File: config.mk
export PLATFORM = sky130hd
export DESIGN_NAME = memsweep_top
export DESIGN_NICKNAME = d
export VERILOG_FILES = /design/src/rtl/memsweep_pkg.sv /design/src/rtl/memsweep_pattern.sv /design/src/rtl/memsweep_span_timer.sv /design/src/rtl/memsweep_addr_issue.sv /design/src/rtl/memsweep_wbeat.sv /design/src/rtl/memsweep_top.sv
export SDC_FILE = /design/constraint.sdc
export NUM_CORES = 1
export LEC_CHECK = 0
export BUFFER_PORTS_ARGS = -buffer_cell sky130_fd_sc_hd__clkbuf_2
export CAP_MARGIN = 25
export CORE_AREA = 5 5 300 302
export CTS_BUF_LIST = sky130_fd_sc_hd__clkbuf_16
export DETAILED_ROUTE_END_ITERATION = 12
export DIE_AREA = 0 0 305 307
export GPL_TIMING_DRIVEN = 0
export HOLD_SLACK_MARGIN = 0.1
export PLACE_DENSITY_LB_ADDON = 0.25
export SYNTH_ARGS = -nofsm -noshare
export SYNTH_HDL_FRONTEND = slang
export SYNTH_SLANG_ARGS = --single-unit
File: constraint.sdc
create_clock -name clk -period 3.84 [get_ports clk]
set_input_delay 0.768 -clock clk [delete_from_list [all_inputs] [get_ports clk]]
set_output_delay 0.768 -clock clk [all_outputs]
set_load 0.02 [all_outputs]
File: src/rtl/memsweep_pkg.sv
`timescale 1ns/1ps
// Shared encodings for the sequential bandwidth meter.
package memsweep_pkg;
    // Run phase: idle, write sweep, read sweep.
    typedef enum logic [1:0] {
        PH_IDLE  = 2'd0,
        PH_WRITE = 2'd1,
        PH_READ  = 2'd2
    } phase_e;

    localparam logic [1:0] RESP_OKAY  = 2'b00;
    localparam logic [1:0] BURST_INCR = 2'b01;
endpackage

File: src/rtl/memsweep_pattern.sv
`timescale 1ns/1ps
// Address-derived data word: 32-bit lane i holds beat_addr + 4*i.
// Assumes DATA_W is a multiple of 32. Purely combinational.
module memsweep_pattern #(
    parameter int DATA_W = 256
) (
    input  logic [31:0]       beat_addr,
    output logic [DATA_W-1:0] word
);
    localparam int LANES = DATA_W / 32;

    // One adder per 32-bit lane.
    for (genvar i = 0; i < LANES; i++) begin : g_lane
        assign word[i*32 +: 32] = beat_addr + 32'(4 * i);
    end
endmodule

File: src/rtl/memsweep_span_timer.sv
`timescale 1ns/1ps
// Inclusive cycle counter: loads 1 on the opening event and counts every
// cycle up to and including the closing event, then holds.
// Assumes the open and close events never fall in the same cycle.
module memsweep_span_timer #(
    parameter int CNT_W = 40
) (
    input  logic             clk,
    input  logic             rst_n,
    input  logic             clear,
    input  logic             open_evt,
    input  logic             close_evt,
    output logic [CNT_W-1:0] span
);
    logic running_q;

    // Count the window between the open and close events.
    always_ff @(posedge clk) begin
        if (!rst_n) begin
            span      <= '0;
            running_q <= 1'b0;
        end else if (clear) begin
            span      <= '0;
            running_q <= 1'b0;
        end else if (open_evt) begin
            span      <= CNT_W'(1);
            running_q <= 1'b1;
        end else if (running_q) begin
            span <= span + 1'b1;
            if (close_evt) running_q <= 1'b0;
        end
    end

    // the phase can only end after it has begun.
    a_r6_close_after_open: assert property (@(posedge clk) disable iff (!rst_n)
        close_evt |-> running_q);
endmodule

File: src/rtl/memsweep_addr_issue.sv
`timescale 1ns/1ps
// Address channel sequencer for one direction. Issues `total` bursts at
// consecutive BURST_BYTES steps from `base`, keeps at most MAX_OUT
// outstanding, and retires one burst per `retire` pulse.
// Assumes `base` is burst aligned and `retire` only follows an issued burst.
module memsweep_addr_issue #(
    parameter int ADDR_W      = 32,
    parameter int NB_W        = 17,
    parameter int MAX_OUT     = 16,
    parameter int BURST_BYTES = 4096,
    localparam int OUT_W      = $clog2(MAX_OUT + 1)
) (
    input  logic              clk,
    input  logic              rst_n,
    input  logic              clear,
    input  logic              enable,
    input  logic [ADDR_W-1:0] base,
    input  logic [NB_W-1:0]   total,
    input  logic              a_ready,
    input  logic              retire,
    output logic              a_valid,
    output logic [ADDR_W-1:0] a_addr,
    output logic [NB_W-1:0]   issued,
    output logic [OUT_W-1:0]  in_flight,
    output logic              first_hs,
    output logic              last_retire
);
    logic [NB_W-1:0]   issued_q;
    logic [NB_W-1:0]   retired_q;
    logic [OUT_W-1:0]  inflight_q;
    logic [ADDR_W-1:0] addr_q;
    logic              hs;

    // Request while bursts remain and the in-flight window has room.
    assign a_valid     = enable && (issued_q < total) && (inflight_q < OUT_W'(MAX_OUT));
    assign hs          = a_valid && a_ready;
    assign first_hs    = hs && (issued_q == '0);
    assign last_retire = retire && (retired_q == total - NB_W'(1));
    assign a_addr      = addr_q;
    assign issued      = issued_q;
    assign in_flight   = inflight_q;

    // Track issued/retired totals, the in-flight window and the next address.
    always_ff @(posedge clk) begin
        if (!rst_n) begin
            issued_q   <= '0;
            retired_q  <= '0;
            inflight_q <= '0;
            addr_q     <= '0;
        end else if (clear) begin
            issued_q   <= '0;
            retired_q  <= '0;
            inflight_q <= '0;
            addr_q     <= base;
        end else begin
            if (hs) begin
                issued_q <= issued_q + 1'b1;
                addr_q   <= addr_q + ADDR_W'(BURST_BYTES);
            end
            if (retire) retired_q <= retired_q + 1'b1;
            case ({hs, retire})
                2'b10:   inflight_q <= inflight_q + 1'b1;
                2'b01:   inflight_q <= inflight_q - 1'b1;
                default: inflight_q <= inflight_q;
            endcase
        end
    end

    // a pending request keeps its address until accepted.
    a_r2_addr_hold: assert property (@(posedge clk) disable iff (!rst_n)
        a_valid && !a_ready |=> a_valid && $stable(a_addr));
    // the window never exceeds the limit.
    a_r3_window_bound: assert property (@(posedge clk) disable iff (!rst_n)
        inflight_q <= OUT_W'(MAX_OUT));
    // a response only arrives for a burst that is outstanding.
    a_r3_retire_outstanding: assert property (@(posedge clk) disable iff (!rst_n)
        retire |-> inflight_q != '0);
    // every request starts on a burst boundary.
    a_r11_aligned: assert property (@(posedge clk) disable iff (!rst_n)
        a_valid |-> (a_addr & ADDR_W'(BURST_BYTES - 1)) == '0);
endmodule

File: src/rtl/memsweep_wbeat.sv
`timescale 1ns/1ps
// Write data sequencer. Streams BEATS beats per burst for every burst whose
// address has been accepted, with the address pattern as payload.
// Assumes BEATS is a power of two and ADDR_W is at least 32.
module memsweep_wbeat #(
    parameter int DATA_W = 256,
    parameter int ADDR_W = 32,
    parameter int NB_W   = 17,
    parameter int BEATS  = 128
) (
    input  logic                clk,
    input  logic                rst_n,
    input  logic                clear,
    input  logic [ADDR_W-1:0]   base,
    input  logic [NB_W-1:0]     granted,
    input  logic                w_ready,
    output logic                w_valid,
    output logic [DATA_W-1:0]   w_data,
    output logic [DATA_W/8-1:0] w_strb,
    output logic                w_last
);
    localparam int BEAT_W     = $clog2(BEATS);
    localparam int BEAT_BYTES = DATA_W / 8;

    logic [NB_W-1:0]   sent_q;
    logic [BEAT_W-1:0] beat_q;
    logic [ADDR_W-1:0] baddr_q;

    assign w_valid = sent_q < granted;
    assign w_last  = beat_q == BEAT_W'(BEATS - 1);
    assign w_strb  = '1;

    memsweep_pattern #(.DATA_W(DATA_W)) u_pat (
        .beat_addr (32'(baddr_q)),
        .word      (w_data)
    );

    // Advance beat, burst and beat address on each accepted beat.
    always_ff @(posedge clk) begin
        if (!rst_n) begin
            sent_q  <= '0;
            beat_q  <= '0;
            baddr_q <= '0;
        end else if (clear) begin
            sent_q  <= '0;
            beat_q  <= '0;
            baddr_q <= base;
        end else if (w_valid && w_ready) begin
            baddr_q <= baddr_q + ADDR_W'(BEAT_BYTES);
            beat_q  <= beat_q + 1'b1;
            if (w_last) sent_q <= sent_q + 1'b1;
        end
    end

    // a stalled beat keeps its payload and last marker.
    a_r5_beat_hold: assert property (@(posedge clk) disable iff (!rst_n)
        w_valid && !w_ready |=> w_valid && $stable(w_data) && $stable(w_last));
endmodule

File: src/rtl/memsweep_top.sv
`timescale 1ns/1ps
// Sequential bandwidth meter: one start pulse writes N 4 KiB bursts from a
// base address, then reads them back, and reports each phase's raw cycle
// count. Assumes an AXI4 slave that answers every accepted burst exactly once.
module memsweep_top
    import memsweep_pkg::*;
#(
    parameter int ADDR_W  = 32,
    parameter int DATA_W  = 256,
    parameter int NB_W    = 17,
    parameter int CNT_W   = 40,
    parameter int MAX_OUT = 16,
    parameter int BEATS   = 128
) (
    input  logic                clk,
    input  logic                rst_n,
    input  logic                start,
    input  logic [ADDR_W-1:0]   base_addr,
    input  logic [NB_W-1:0]     num_bursts,
    output logic                busy,
    output logic                done,
    output logic                err,
    output logic [CNT_W-1:0]    wr_cycles,
    output logic [CNT_W-1:0]    rd_cycles,
    output logic [ADDR_W-1:0]   awaddr,
    output logic [7:0]          awlen,
    output logic [2:0]          awsize,
    output logic [1:0]          awburst,
    output logic                awvalid,
    input  logic                awready,
    output logic [DATA_W-1:0]   wdata,
    output logic [DATA_W/8-1:0] wstrb,
    output logic                wlast,
    output logic                wvalid,
    input  logic                wready,
    input  logic [1:0]          bresp,
    input  logic                bvalid,
    output logic                bready,
    output logic [ADDR_W-1:0]   araddr,
    output logic [7:0]          arlen,
    output logic [2:0]          arsize,
    output logic [1:0]          arburst,
    output logic                arvalid,
    input  logic                arready,
    input  logic [DATA_W-1:0]   rdata,
    input  logic [1:0]          rresp,
    input  logic                rlast,
    input  logic                rvalid,
    output logic                rready
);
    localparam int BEAT_BYTES  = DATA_W / 8;
    localparam int BURST_BYTES = BEAT_BYTES * BEATS;
    localparam int OUT_W       = $clog2(MAX_OUT + 1);

    phase_e            phase_q;
    logic [NB_W-1:0]   total_q;
    logic [ADDR_W-1:0] base_aligned;
    logic [ADDR_W-1:0] rbaddr_q;
    logic [DATA_W-1:0] rd_expect;
    logic              start_ok, b_hs, r_hs, b_bad, r_bad;
    logic              wr_first, wr_last, rd_first, rd_last;
    logic [NB_W-1:0]   wr_issued, rd_issued;
    logic [OUT_W-1:0]  wr_inflight, rd_inflight;

    assign start_ok     = start && (phase_q == PH_IDLE);
    assign base_aligned = base_addr & ~ADDR_W'(BURST_BYTES - 1);
    assign busy         = phase_q != PH_IDLE;
    assign bready       = 1'b1;
    assign rready       = 1'b1;
    assign b_hs         = bvalid && bready;
    assign r_hs         = rvalid && rready;
    assign b_bad        = b_hs && (bresp != RESP_OKAY);
    assign r_bad        = r_hs && ((rresp != RESP_OKAY) || (rdata != rd_expect));

    assign awlen   = 8'(BEATS - 1);
    assign arlen   = 8'(BEATS - 1);
    assign awsize  = 3'($clog2(BEAT_BYTES));
    assign arsize  = 3'($clog2(BEAT_BYTES));
    assign awburst = BURST_INCR;
    assign arburst = BURST_INCR;

    memsweep_addr_issue #(
        .ADDR_W(ADDR_W), .NB_W(NB_W), .MAX_OUT(MAX_OUT), .BURST_BYTES(BURST_BYTES)
    ) u_wr_issue (
        .clk(clk), .rst_n(rst_n), .clear(start_ok), .enable(phase_q == PH_WRITE),
        .base(base_aligned), .total(total_q), .a_ready(awready), .retire(b_hs),
        .a_valid(awvalid), .a_addr(awaddr), .issued(wr_issued),
        .in_flight(wr_inflight), .first_hs(wr_first), .last_retire(wr_last)
    );

    memsweep_addr_issue #(
        .ADDR_W(ADDR_W), .NB_W(NB_W), .MAX_OUT(MAX_OUT), .BURST_BYTES(BURST_BYTES)
    ) u_rd_issue (
        .clk(clk), .rst_n(rst_n), .clear(start_ok), .enable(phase_q == PH_READ),
        .base(base_aligned), .total(total_q), .a_ready(arready), .retire(r_hs && rlast),
        .a_valid(arvalid), .a_addr(araddr), .issued(rd_issued),
        .in_flight(rd_inflight), .first_hs(rd_first), .last_retire(rd_last)
    );

    memsweep_wbeat #(
        .DATA_W(DATA_W), .ADDR_W(ADDR_W), .NB_W(NB_W), .BEATS(BEATS)
    ) u_wbeat (
        .clk(clk), .rst_n(rst_n), .clear(start_ok), .base(base_aligned),
        .granted(wr_issued), .w_ready(wready), .w_valid(wvalid),
        .w_data(wdata), .w_strb(wstrb), .w_last(wlast)
    );

    memsweep_pattern #(.DATA_W(DATA_W)) u_rd_pat (
        .beat_addr (32'(rbaddr_q)),
        .word      (rd_expect)
    );

    memsweep_span_timer #(.CNT_W(CNT_W)) u_wr_timer (
        .clk(clk), .rst_n(rst_n), .clear(start_ok),
        .open_evt(wr_first), .close_evt(wr_last), .span(wr_cycles)
    );

    memsweep_span_timer #(.CNT_W(CNT_W)) u_rd_timer (
        .clk(clk), .rst_n(rst_n), .clear(start_ok),
        .open_evt(rd_first), .close_evt(rd_last), .span(rd_cycles)
    );

    // Address of the next expected read beat for the data check.
    always_ff @(posedge clk) begin
        if (!rst_n)        rbaddr_q <= '0;
        else if (start_ok) rbaddr_q <= base_aligned;
        else if (r_hs)     rbaddr_q <= rbaddr_q + ADDR_W'(BEAT_BYTES);
    end

    // Run sequencing, completion flag and sticky error.
    always_ff @(posedge clk) begin
        if (!rst_n) begin
            phase_q <= PH_IDLE;
            total_q <= '0;
            done    <= 1'b0;
            err     <= 1'b0;
        end else if (start_ok) begin
            total_q <= num_bursts;
            done    <= (num_bursts == '0);
            err     <= 1'b0;
            phase_q <= (num_bursts == '0) ? PH_IDLE : PH_WRITE;
        end else begin
            case (phase_q)
                PH_WRITE: if (wr_last) phase_q <= PH_READ;
                PH_READ:  if (rd_last) begin
                              phase_q <= PH_IDLE;
                              done    <= 1'b1;
                          end
                default:  phase_q <= phase_q;
            endcase
            if (b_bad || r_bad) err <= 1'b1;
        end
    end

    // reads wait for every write response.
    a_r4_reads_after_writes: assert property (@(posedge clk) disable iff (!rst_n)
        arvalid |-> (wr_inflight == '0) && (wr_issued == total_q));
    // the read sweep never runs past the region.
    a_r2_read_count: assert property (@(posedge clk) disable iff (!rst_n)
        rd_issued <= total_q);
    // the read window stays within the limit.
    a_r3_read_window: assert property (@(posedge clk) disable iff (!rst_n)
        rd_inflight <= OUT_W'(MAX_OUT));
    // the error flag holds until a new start.
    a_r8_err_sticky: assert property (@(posedge clk) disable iff (!rst_n)
        err && !start |=> err);
    // completion and activity are exclusive.
    a_r7_done_idle: assert property (@(posedge clk) disable iff (!rst_n)
        done |-> !busy);
    // an empty run completes at once.
    a_r10_empty_run: assert property (@(posedge clk) disable iff (!rst_n)
        start_ok && (num_bursts == '0) |=> done && !busy);
endmodule

==> impl_metrics.csv, run 1 <==
group,metric,value,unit
logic_synthesis,yosys_warnings,0,
finish,final_common_cell,"clkbuf_2",
floorplanning,die_h,307,um
clock_tree,cts_sinks,299,
critical_path,crit_end,"awvalid",
floorplanning,start_util,23.70,%
clock_tree,clockBufferDepth,3,
logic_synthesis,synth_ff_type,"dfxtp_1",
timing,fmax,0.2707,GHz
pwr,power.density,334.6,nW/um2
timing,setup_viol,0,
logic_synthesis,async_flop_share,0,%
logic_synthesis,netlist_area,20720,um2
clock_tree,clk_pin_slew,0.06,ns
timing,setup_tns,0,ns
pwr,leakage,0.01198,uW
route,remaining_drc_errors,0,
critical_path,endpoint_kind,"primary output",
finish,layout-drive-gt1-share,31.37,%
worst_hold_path,min_path_type,"in -> reg",
timing,hold_viol,0,
finish,fill_cells,9576,
critical_path,r2r_cells,18,
timing,timing.final.crit_share,96.21,%
critical_path,start_kind,"flip-flop",
clock_tree,clk_latency,0.55,ns
floorplanning,rows,109,
clock_tree,cts_htree_levels,2,
clock_tree,cts_tree,"yes",
timing,min_period,3.694,ns
critical_path,r2r_slack,0.22,ns
critical_path,worstPathMaxFanout,10,
timing,whs,0.4774,ns
pwr,vdd_drop_max,0.0002680,V
logic_synthesis,seq_area_frac_synth,28.89,%
finish,syn_to_final_growth,32.08,%
grt,grt_pass1_wl,139200,um
grt,grt_overflow,0,
timing,max-slew-margin-rel,27.03,%
timing,clock_skew,0.01555,ns
place,place_area,25940,um2
critical_path,critPathArrivalTime,2.93,ns
critical_path,crit_type,"reg -> out",
timing,tightest_slew,1.067,ns
route,wirelength,97900,um
finish,final_util,31.30,%
grt,grt_start_max_net_pins,20,
route,first_iter_violations,1465,
clock_tree,root_buffer,"clkbuf_16",
clock_tree,cts_hold_buffers,0,
outcome,status,"finished, final reports clean",
critical_path,reg2reg_from,"total_q[4]",
logic_synthesis,syn-instance-count,2628,
place,port_buffers,647,
pwr,power.total,9157,uW
logic_synthesis,syn_avg_cell_area,7.883,um2
logic_synthesis,ys_types,78,
grt,grt_usage,19.42,%
floorplanning,core_area,87420,um2
place,place_congestion,0.9657,
critical_path,r2r_end,"u_rd_issue.in_flight[4]",
critical_path,cp.required,3.07,ns
floorplanning,die_area,93640,um2
route,drtAntennaViolNets,0,
finish,final_area,27360,um2
clock_tree,cts_buffers,38,
run,cap_violations,0,
finish,mostFrequentLayoutCells,"clkbuf_2, buf_4, dfxtp_1",
grt,antenna_found_initial,17,
route,vias_per_cell,4.695,
floorplanning,chipWidth,305,um
timing,drv_slew,0,
route,vias,21850,
logic_synthesis,synth_edf_count,0,
place,dpl.hpwl,81290,um
logic_synthesis,ys_seq_elements,299,
floorplanning,boundaryPins,785,
route,drt_first_pass_iters,5,
critical_path,critPathLaunch,"total_q[4]",
finish,fin_nets,3843,
route,wire_per_inst,21.03,um
grt,grt_pass1_vias,20170,
==> stage by stage <==
step	instances	worst slack, ns
after global placement	4562	-1.240
after floorplan	2750	0.02420
after detailed placement	4574	-1.261
final	4654	0.1457
after CTS	4643	0.004604
after global routing	4653	-0.01117
==> synthesized netlist by cell type, drive strengths merged (9+ instances only) <==
| master | n | area [um2] |
|---|---|---|
| and2 | 14 | 87.58 |
| buf | 336 | 2460 |
| nand4 | 90 | 563.0 |
| nor2b | 10 | 62.56 |
| and4 | 25 | 219.0 |
| o21ai | 105 | 529.3 |
| dfxtp | 299 | 5986 |
| o2111ai | 21 | 183.9 |
| o211ai | 9 | 67.56 |
| nor3 | 48 | 250.2 |
| xnor2 | 109 | 954.7 |
| a21oi | 135 | 675.7 |
| nand2b | 19 | 118.9 |
| a21boi | 20 | 150.1 |
| ha | 71 | 888.4 |
| o31ai | 41 | 307.8 |
| mux2i | 18 | 180.2 |
| nand3 | 89 | 445.4 |
| a31oi | 47 | 294.0 |
| a211oi | 14 | 110.1 |
| o22ai | 29 | 181.4 |
| nor4 | 47 | 336.6 |
| or4 | 57 | 431.7 |
| nand2 | 168 | 630.6 |
| a2111oi | 14 | 122.6 |
| nor2 | 235 | 882.1 |
| clkbuf | 95 | 356.6 |
| a21o | 17 | 127.6 |
| or2 | 15 | 93.84 |
| or3 | 66 | 412.9 |
| and3 | 45 | 281.5 |
| inv | 116 | 435.4 |
| xor2 | 108 | 945.9 |
==> worst max-delay path, stage by stage, from the launching register on <==
cell	delay, ns
dfxtp_1	0.32
clkbuf_4	0.19
inv_1	0.13
ha_1	0.33
a21o_1	0.18
a211oi_1	0.22
o21ai_0	0.13
a21boi_2	0.24
buf_4	0.15
buf_4	0.12
o21a_1	0.12
clkbuf_2	0.25
==> power by group <==
part / internal [uW] / switching, uW / total (uW)
registers: 3200 / 171 / 3370
clock network: 2250 / 1450 / 3700
logic: 804 / 1280 / 2090
total: 6250 / 2910 / 9160
==> per-layer routing <==
layer,track usage (%),vias to the layer above,share of wire [%]
met3,4.132,172,6.9
met4,6.979,8,4.0
li1,-,10630,-
met2,35.01,773,50
met1,22.78,10260,39
met5,0,-,0.060
==> flip-flops by register name, indices dropped and copies added (netlist names), 20 cells and up <==
name	count
u_rd_issue.a_addr	20
u_wbeat.baddr_q	27
rbaddr_q	27
u_rd_timer.span	40
u_wr_issue.a_addr	20
u_wr_timer.span	40
==> cell type report <==
| type | count | area, um2 | area share [%] |
|---|---|---|---|
| multi-input combinational | 1900 | 11970 | 43.74 |
| sequential | 299 | 5996 | 21.91 |
| timing repair buffer | 667 | 3378 | 12.35 |
| buffer | 426 | 2820 | 10.31 |
| tap | 1165 | 1458 | 5.327 |
| clock buffer | 41 | 1026 | 3.750 |
| inverter | 120 | 450.4 | 1.646 |
| clock inverter | 28 | 245.2 | 0.8962 |
| antenna | 8 | 20.02 | 0.07316 |
==> kinds of logic after synthesis <==
kind of cell    share of synthesized area, %
fa+ha+maj                              4.481
compound gates                         15.97
simple gates                           24.05
buf+inv                                15.77
flops                                  28.89
other cells                          0.03625
mux                                   0.8697
xor+xnor                               9.935
==> what timing repair did <==
item,CTS,global route
pin swaps,4,3
setup endpoints to repair,70,27
hold endpoints to repair,0,0
buffers inserted,4,3
gates resized for setup,24,16
==> how the worst min path moves through the flow <==
stage	slack (ns)	startpoint	to	cells after the start
2_1_floorplan	0.45	u_wr_issue.in_flight[4]	u_wr_issue.in_flight[4]	2
3_3_place_gp	0.47	u_wbeat.beat_q[6]	u_wbeat.beat_q[6]	2
3_5_place_dp	0.47	u_wbeat.beat_q[4]	u_wbeat.beat_q[4]	2
4_1_cts	0.45	num_bursts[14]	total_q[14]	3
5_1_grt	0.48	num_bursts[14]	total_q[14]	3
6_report	0.48	num_bursts[14]	total_q[14]	3
(Power assumes the default switching activity.)
==> run 2, diff against run 1 <==
PLACE_DENSITY_LB_ADDON = unset   (was 0.25)
==> run 2 against run 1 <==
- sequential share of layout area grew 0.089 points
- via count rose by 1.0%
- sequential cell count unchanged
- clock power down 6.2%
- sequential power about the same
- count of clock-buffer cells in the layout fell by 3
==> impl_metrics.csv, run 2 (synthesis results as in run 1) <==
group,metric,value,unit
place,place_area,25920,um2
clock_tree,clockBufferDepth,3,
critical_path,critical-path-top-delay-family,"compound AO/OA/AOI/OAI gates",
timing,timing.final.crit_share,96.17,%
finish,final_common_cell,"clkbuf_2",
worst_hold_path,hp-start,"num_bursts[14]",
timing,min_period,3.693,ns
route,vias,22080,
floorplanning,boundaryPins,785,
route,remaining_drc_errors,0,
timing,clock_skew,0.02948,ns
clock_tree,cts_tree,"yes",
clock_tree,root_buffer,"clkbuf_16",
clock_tree,cts_buffers,37,
route,wirelength,96500,um
floorplanning,rows,109,
clock_tree,cts_sinks,299,
place,port_buffers,647,
route,wire_per_inst,20.77,um
critical_path,worstPathCellList,"inv_1 > ha_1 > a21o_1 > a211oi_1 > o21ai_0 > a211oi_2 > o21a_1 > clkbuf_2",
place,dpl.hpwl,79930,um
critical_path,critPathBufInv,2,
clock_tree,clk_pin_slew,0.06,ns
grt,grt_overflow,0,
grt,grt_pass1_wl,137800,um
critical_path,crit_slowest_cell,"dfxtp_1",
finish,layout-drive-gt1-share,31.52,%
timing,setup_viol,0,
timing,max-slew-margin-rel,22.73,%
finish,fin_nets,3838,
place,place_congestion,0.9950,
finish,instances_no_fill,4647,
timing,drv_slew,0,
finish,fill_cells,9501,
pwr,leakage,0.01188,uW
timing,setup_tns,0,ns
critical_path,critPathMaxStageDelay,0.49,ns
critical_path,reg2reg_from,"total_q[11]",
timing,whs,0.4607,ns
critical_path,worstPathMaxFanout,7,
worst_hold_path,min_delay_path_depth,3,
critical_path,start_kind,"flip-flop",
outcome,status,"finished, final reports clean",
route,vias_per_cell,4.751,
route,first_iter_violations,1821,
grt,antenna_found_initial,15,
floorplanning,die_h,307,um
grt,grt_pass1_vias,20590,
finish,final_area,27240,um2
timing,hold_viol,0,
floorplanning,start_util,23.70,%
critical_path,critPathArrivalTime,2.92,ns
pwr,power.density,327.8,nW/um2
finish,top_regs,"u_rd_timer.span (40), u_wr_timer.span (40)",
route,drt_first_pass_iters,6,
critical_path,r2r_cells,17,
place,dpl.cell_count,4569,
grt,grt_usage,19.13,%
floorplanning,die_area,93640,um2
critical_path,r2r_slack,0.21,ns
critical_path,crit_type,"reg -> out",
floorplanning,core_area,87420,um2
pwr,vdd_drop_max,0.0002535,V
finish,mostFrequentLayoutCells,"clkbuf_2, buf_4, dfxtp_1",
run,cap_violations,0,
finish,syn_to_final_growth,31.48,%
floorplanning,chipWidth,305,um
worst_hold_path,min_path_type,"in -> reg",
grt,grt_start_max_net_pins,15,
timing,fmax,0.2708,GHz
clock_tree,clk_latency,0.55,ns
worst_hold_path,hold_end,"total_q[14]",
clock_tree,cts_htree_levels,2,
critical_path,endpoint_kind,"primary output",
timing,tightest_slew,1.130,ns
route,drtAntennaViolNets,0,
critical_path,r2r_end,"u_wr_issue.in_flight[4]",
critical_path,cp.required,3.07,ns
run 2: cell count changes in the layout (fill, tap and decap cells not counted), moves of 2 or more:
| cell | delta |
|---|---|
| inv_1 | -5 |
| buf_2 | -4 |
| clkbuf_16 | -3 |
| clkinv_1 | -3 |
| clkinv_2 | +3 |
| clkinvlp_4 | +3 |
| bufinv_16 | -2 |
| inv_2 | +2 |
| inv_6 | +2 |
| o21ai_1 | +2 |
run 2: repair_timing:
action | 4_1_cts | 5_1_grt
hold buffers | 0 | 0
setup endpoints to repair | 81 | 14
pin swaps | 4 | 3
gates resized for setup | 30 | 15
setup buffers | 4 | 2
run 2: area by class of cell:
class                           count  area [um2]  share of cell area, %
Buffer                            427        2826                  10.38
Sequential cell                   299        5993                  22.00
Clock inverter                     28       225.2                 0.8268
Tap cell                         1165        1458                  5.351
Multi-Input combinational cell   1900       11970                  43.95
Clock buffer                       38       950.9                  3.491
Timing Repair Buffer              662        3343                  12.27
Inverter                          120       450.4                  1.654
Antenna cell                        8       20.02                0.07349
run 2: worst register-to-register path, cell delays in order, from the launching register on:
cell and delay, ns:
dfxtp_2 0.43, inv_1 0.17, ha_1 0.34, nand2_1 0.05, o21ai_1 0.18, a41oi_1 0.07, or2_4 0.29, o21ai_4 0.16
buf_4 0.26, ha_2 0.27, inv_1 0.08, fa_1 0.40, inv_1 0.07, a21o_1 0.11, a21oi_1 0.08, xnor2_1 0.14
or3_1 0.31, a21oi_1 0.15
run 2: power breakdown:
group / internal, uW / switching, uW / total (uW) / leakage (uW)
combinational: 800 / 1300 / 2100 / 0.00885
clock: 2010 / 1470 / 3470 / 0.000594
sequential: 3200 / 166 / 3360 / 0.00243
run 2: how the worst max path moves through the flow:
stage / slack (ns) / cells after the start / from / endpoint
global route: -0.02 / 8 / u_wr_issue.issued[3] / wvalid
detailed placement: -1.43 / 18 / total_q[10] / u_wr_issue.in_flight[4]
global placement: -1.39 / 18 / total_q[11] / u_wr_issue.in_flight[4]
CTS: 0.02 / 18 / total_q[11] / u_wr_issue.in_flight[4]
finish: 0.15 / 8 / u_wr_issue.issued[3] / wvalid
floorplan: 0.02 / 18 / total_q[10] / u_wr_issue.in_flight[4]
run 2: layer usage:
metal	global-route usage [%]	vias up	share of wire, %
met4	8.114	8	4.5
met3	4.236	183	8.0
li1	-	10630	-
met5	0	-	0.066
met1	22.96	10330	39
met2	33.11	925	48
run 2: per-stage QoR:
stage / worst slack, ns / util, % / power, uW
after floorplan: 0.02420 / - / 4643
after global placement: -1.385 / 29.59 / 5464
after detailed placement: -1.429 / 29.65 / 5479
after CTS: 0.01794 / 31.08 / 8993
after global routing: -0.01828 / 31.16 / 9293
final: 0.1471 / 31.16 / 8930
==> run 3, diff against run 2 <==
BUFFER_PORTS_ARGS = -buffer_cell sky130_fd_sc_hd__buf_2   (was -buffer_cell sky130_fd_sc_hd__clkbuf_2)
==> run 3 against run 2 <==
- utilization is 0.070 points higher
- cell area is 0.23% higher
- first-iteration DRC count hardly changed
- clock skew is 0.00057 ns higher
- maximum frequency is 1.1% higher
- combinational power hardly changed
- critical path depth is 2 higher
- critical endpoint is now awvalid
- largest power group unchanged
- highest routed layer unchanged
==> impl_metrics.csv, run 3 (synthesis results as in run 1) <==
group,metric,value,unit
grt,grt_overflow,0,
critical_path,critPathMaxStageDelay,0.33,ns
route,drtAntennaViolNets,0,
critical_path,start_kind,"flip-flop",
finish,syn_to_final_growth,31.78,%
critical_path,worstPathMaxFanout,10,
route,vias_per_cell,4.780,
critical_path,critPathLaunch,"total_q[4]",
grt,antenna_found_initial,22,
route,first_iter_violations,1822,
clock_tree,clockBufferDepth,3,
finish,seq_area,5995,um2
finish,final_area,27300,um2
grt,grt_pass1_vias,20560,
timing,min_period,3.653,ns
critical_path,endpoint_kind,"primary output",
timing,fmax,0.2738,GHz
clock_tree,cts_sinks,299,
timing,hold_viol,0,
floorplanning,core_area,87420,um2
critical_path,cp.required,3.07,ns
timing,tightest_slew,1.179,ns
finish,fill_cells,9399,
pwr,pwr-share-clk,39.6,%
finish,mostFrequentLayoutCells,"buf_2, buf_4, dfxtp_1",
timing,timing.final.crit_share,95.13,%
clock_tree,cts_htree_levels,2,
floorplanning,die_h,307,um
clock_tree,clk_latency,0.55,ns
critical_path,reg2reg_from,"total_q[4]",
pwr,swShare,32.10,%
place,place_area,25920,um2
clock_tree,clk_pin_slew,0.05,ns
critical_path,critPathArrivalTime,2.88,ns
critical_path,crit_type,"reg -> out",
timing,clock_skew,0.03005,ns
pwr,comb_power_share,23.2,%
grt,grt_usage,19.20,%
timing,setup_viol,0,
place,place_congestion,1.010,
timing,max-slew-margin-rel,20.57,%
route,remaining_drc_errors,0,
timing,whs,0.4863,ns
grt,grt_start_max_net_pins,15,
clock_tree,cts_buffers,38,
route,wirelength,96470,um
grt,grt_pass1_wl,138300,um
pwr,vdd_drop_max,0.0002582,V
run,cap_violations,0,
floorplanning,rows,109,
timing,drv_slew,0,
pwr,power.internal,6140,uW
pwr,leakage,0.01209,uW
route,vias,22230,
floorplanning,chipWidth,305,um
pwr,power.share.sequential,37.2,%
worst_hold_path,min_path_type,"in -> reg",
place,dpl.hpwl,79650,um
worst_hold_path,hp-start,"num_bursts[14]",
critical_path,worstPathCellList,"clkbuf_4 > inv_1 > ha_1 > a21o_1 > a211oi_1 > o21ai_1 > a21boi_4 > buf_4 > o21a_1 > buf_2",
route,wire_per_inst,20.74,um
critical_path,crit_slowest_cell,"ha_1",
floorplanning,boundaryPins,785,
route,drt_first_pass_iters,7,
finish,top_regs,"u_rd_timer.span (40), u_wr_timer.span (40)",
pwr,power.density,331.2,nW/um2
finish,fin_nets,3837,
finish,layout-drive-gt1-share,31.44,%
finish,final_common_cell,"buf_2",
floorplanning,die_area,93640,um2
finish,multi_input_comb_area,11990,um2
place,port_buffers,647,
pwr,p_switching,2903,uW
clock_tree,cts_tree,"yes",
clock_tree,cts_hold_buffers,0,
outcome,status,"finished, final reports clean",
clock_tree,root_buffer,"clkbuf_16",
floorplanning,start_util,23.70,%
[run 3: path summary, 6_finish.rpt]
kind                                           endpoint  slack [ns]  depth (start not counted)
worst max-delay path                            awvalid        0.19                         10
worst min-delay path                        total_q[14]        0.49                          3
worst max register to register  u_rd_issue.in_flight[4]        0.24                         18
worst min register to register        u_wbeat.beat_q[4]        0.49                          2
[run 3: final cells by class]
type	count	share of cell area (%)
multi-input cells	1900	43.90
flip-flops and latches	299	21.96
repair buffers	661	12.23
plain buffers	426	10.33
well taps	1165	5.339
clock buffers	38	3.483
inverters	120	1.650
clock inverters	29	0.9899
diodes	13	0.1192
[run 3: metrics by stage]
stage          setup TNS, ns  utilization, %  cells  total power (uW)  setup slack [ns]
2_1_floorplan              0               -   2750              4643           0.02420
3_3_place_gp          -18.19           29.59   4562              5459            -1.387
3_5_place_dp          -23.48           29.65   4570              5475            -1.442
4_1_cts                    0           31.13   4638              9098          0.004133
5_1_grt             -0.01700           31.20   4641              9403          -0.01700
6_report                   0           31.23   4651              9043            0.1872
[run 3: timing repair]
action | 4_1_cts | 5_1_grt
resized for setup | 24 | 23
setup endpoints to repair | 81 | 21
pin swaps | 4 | 3
buffers inserted | 4 | 2
[run 3: power by group through the flow]
stage                     clock (uW)  combinational [uW]  sequential, uW
after floorplan                    0                1220            3430
after global placement             0                2040            3420
after detailed placement           0                2050            3430
after CTS                       3670                2070            3370
after global routing            3790                2240            3380
final                           3580                2100            3360
[run 3: critical path: cells and delay by family, from the launching register on]
| kind | cells | cell delay [ns] |
|---|---|---|
| fa+ha+maj | 1 | 0.33 |
| buf+inv | 4 | 0.78 |
| flops | 1 | 0.32 |
| compound gates | 5 | 0.90 |
[run 3: layer usage]
metal	up-vias	global-route usage [%]	wire length (um)
li1	10620	-	-
met1	10440	23.18	37600
met3	214	4.373	7879
met5	-	0	57
met4	6	7.149	4106
met2	946	33.45	46820
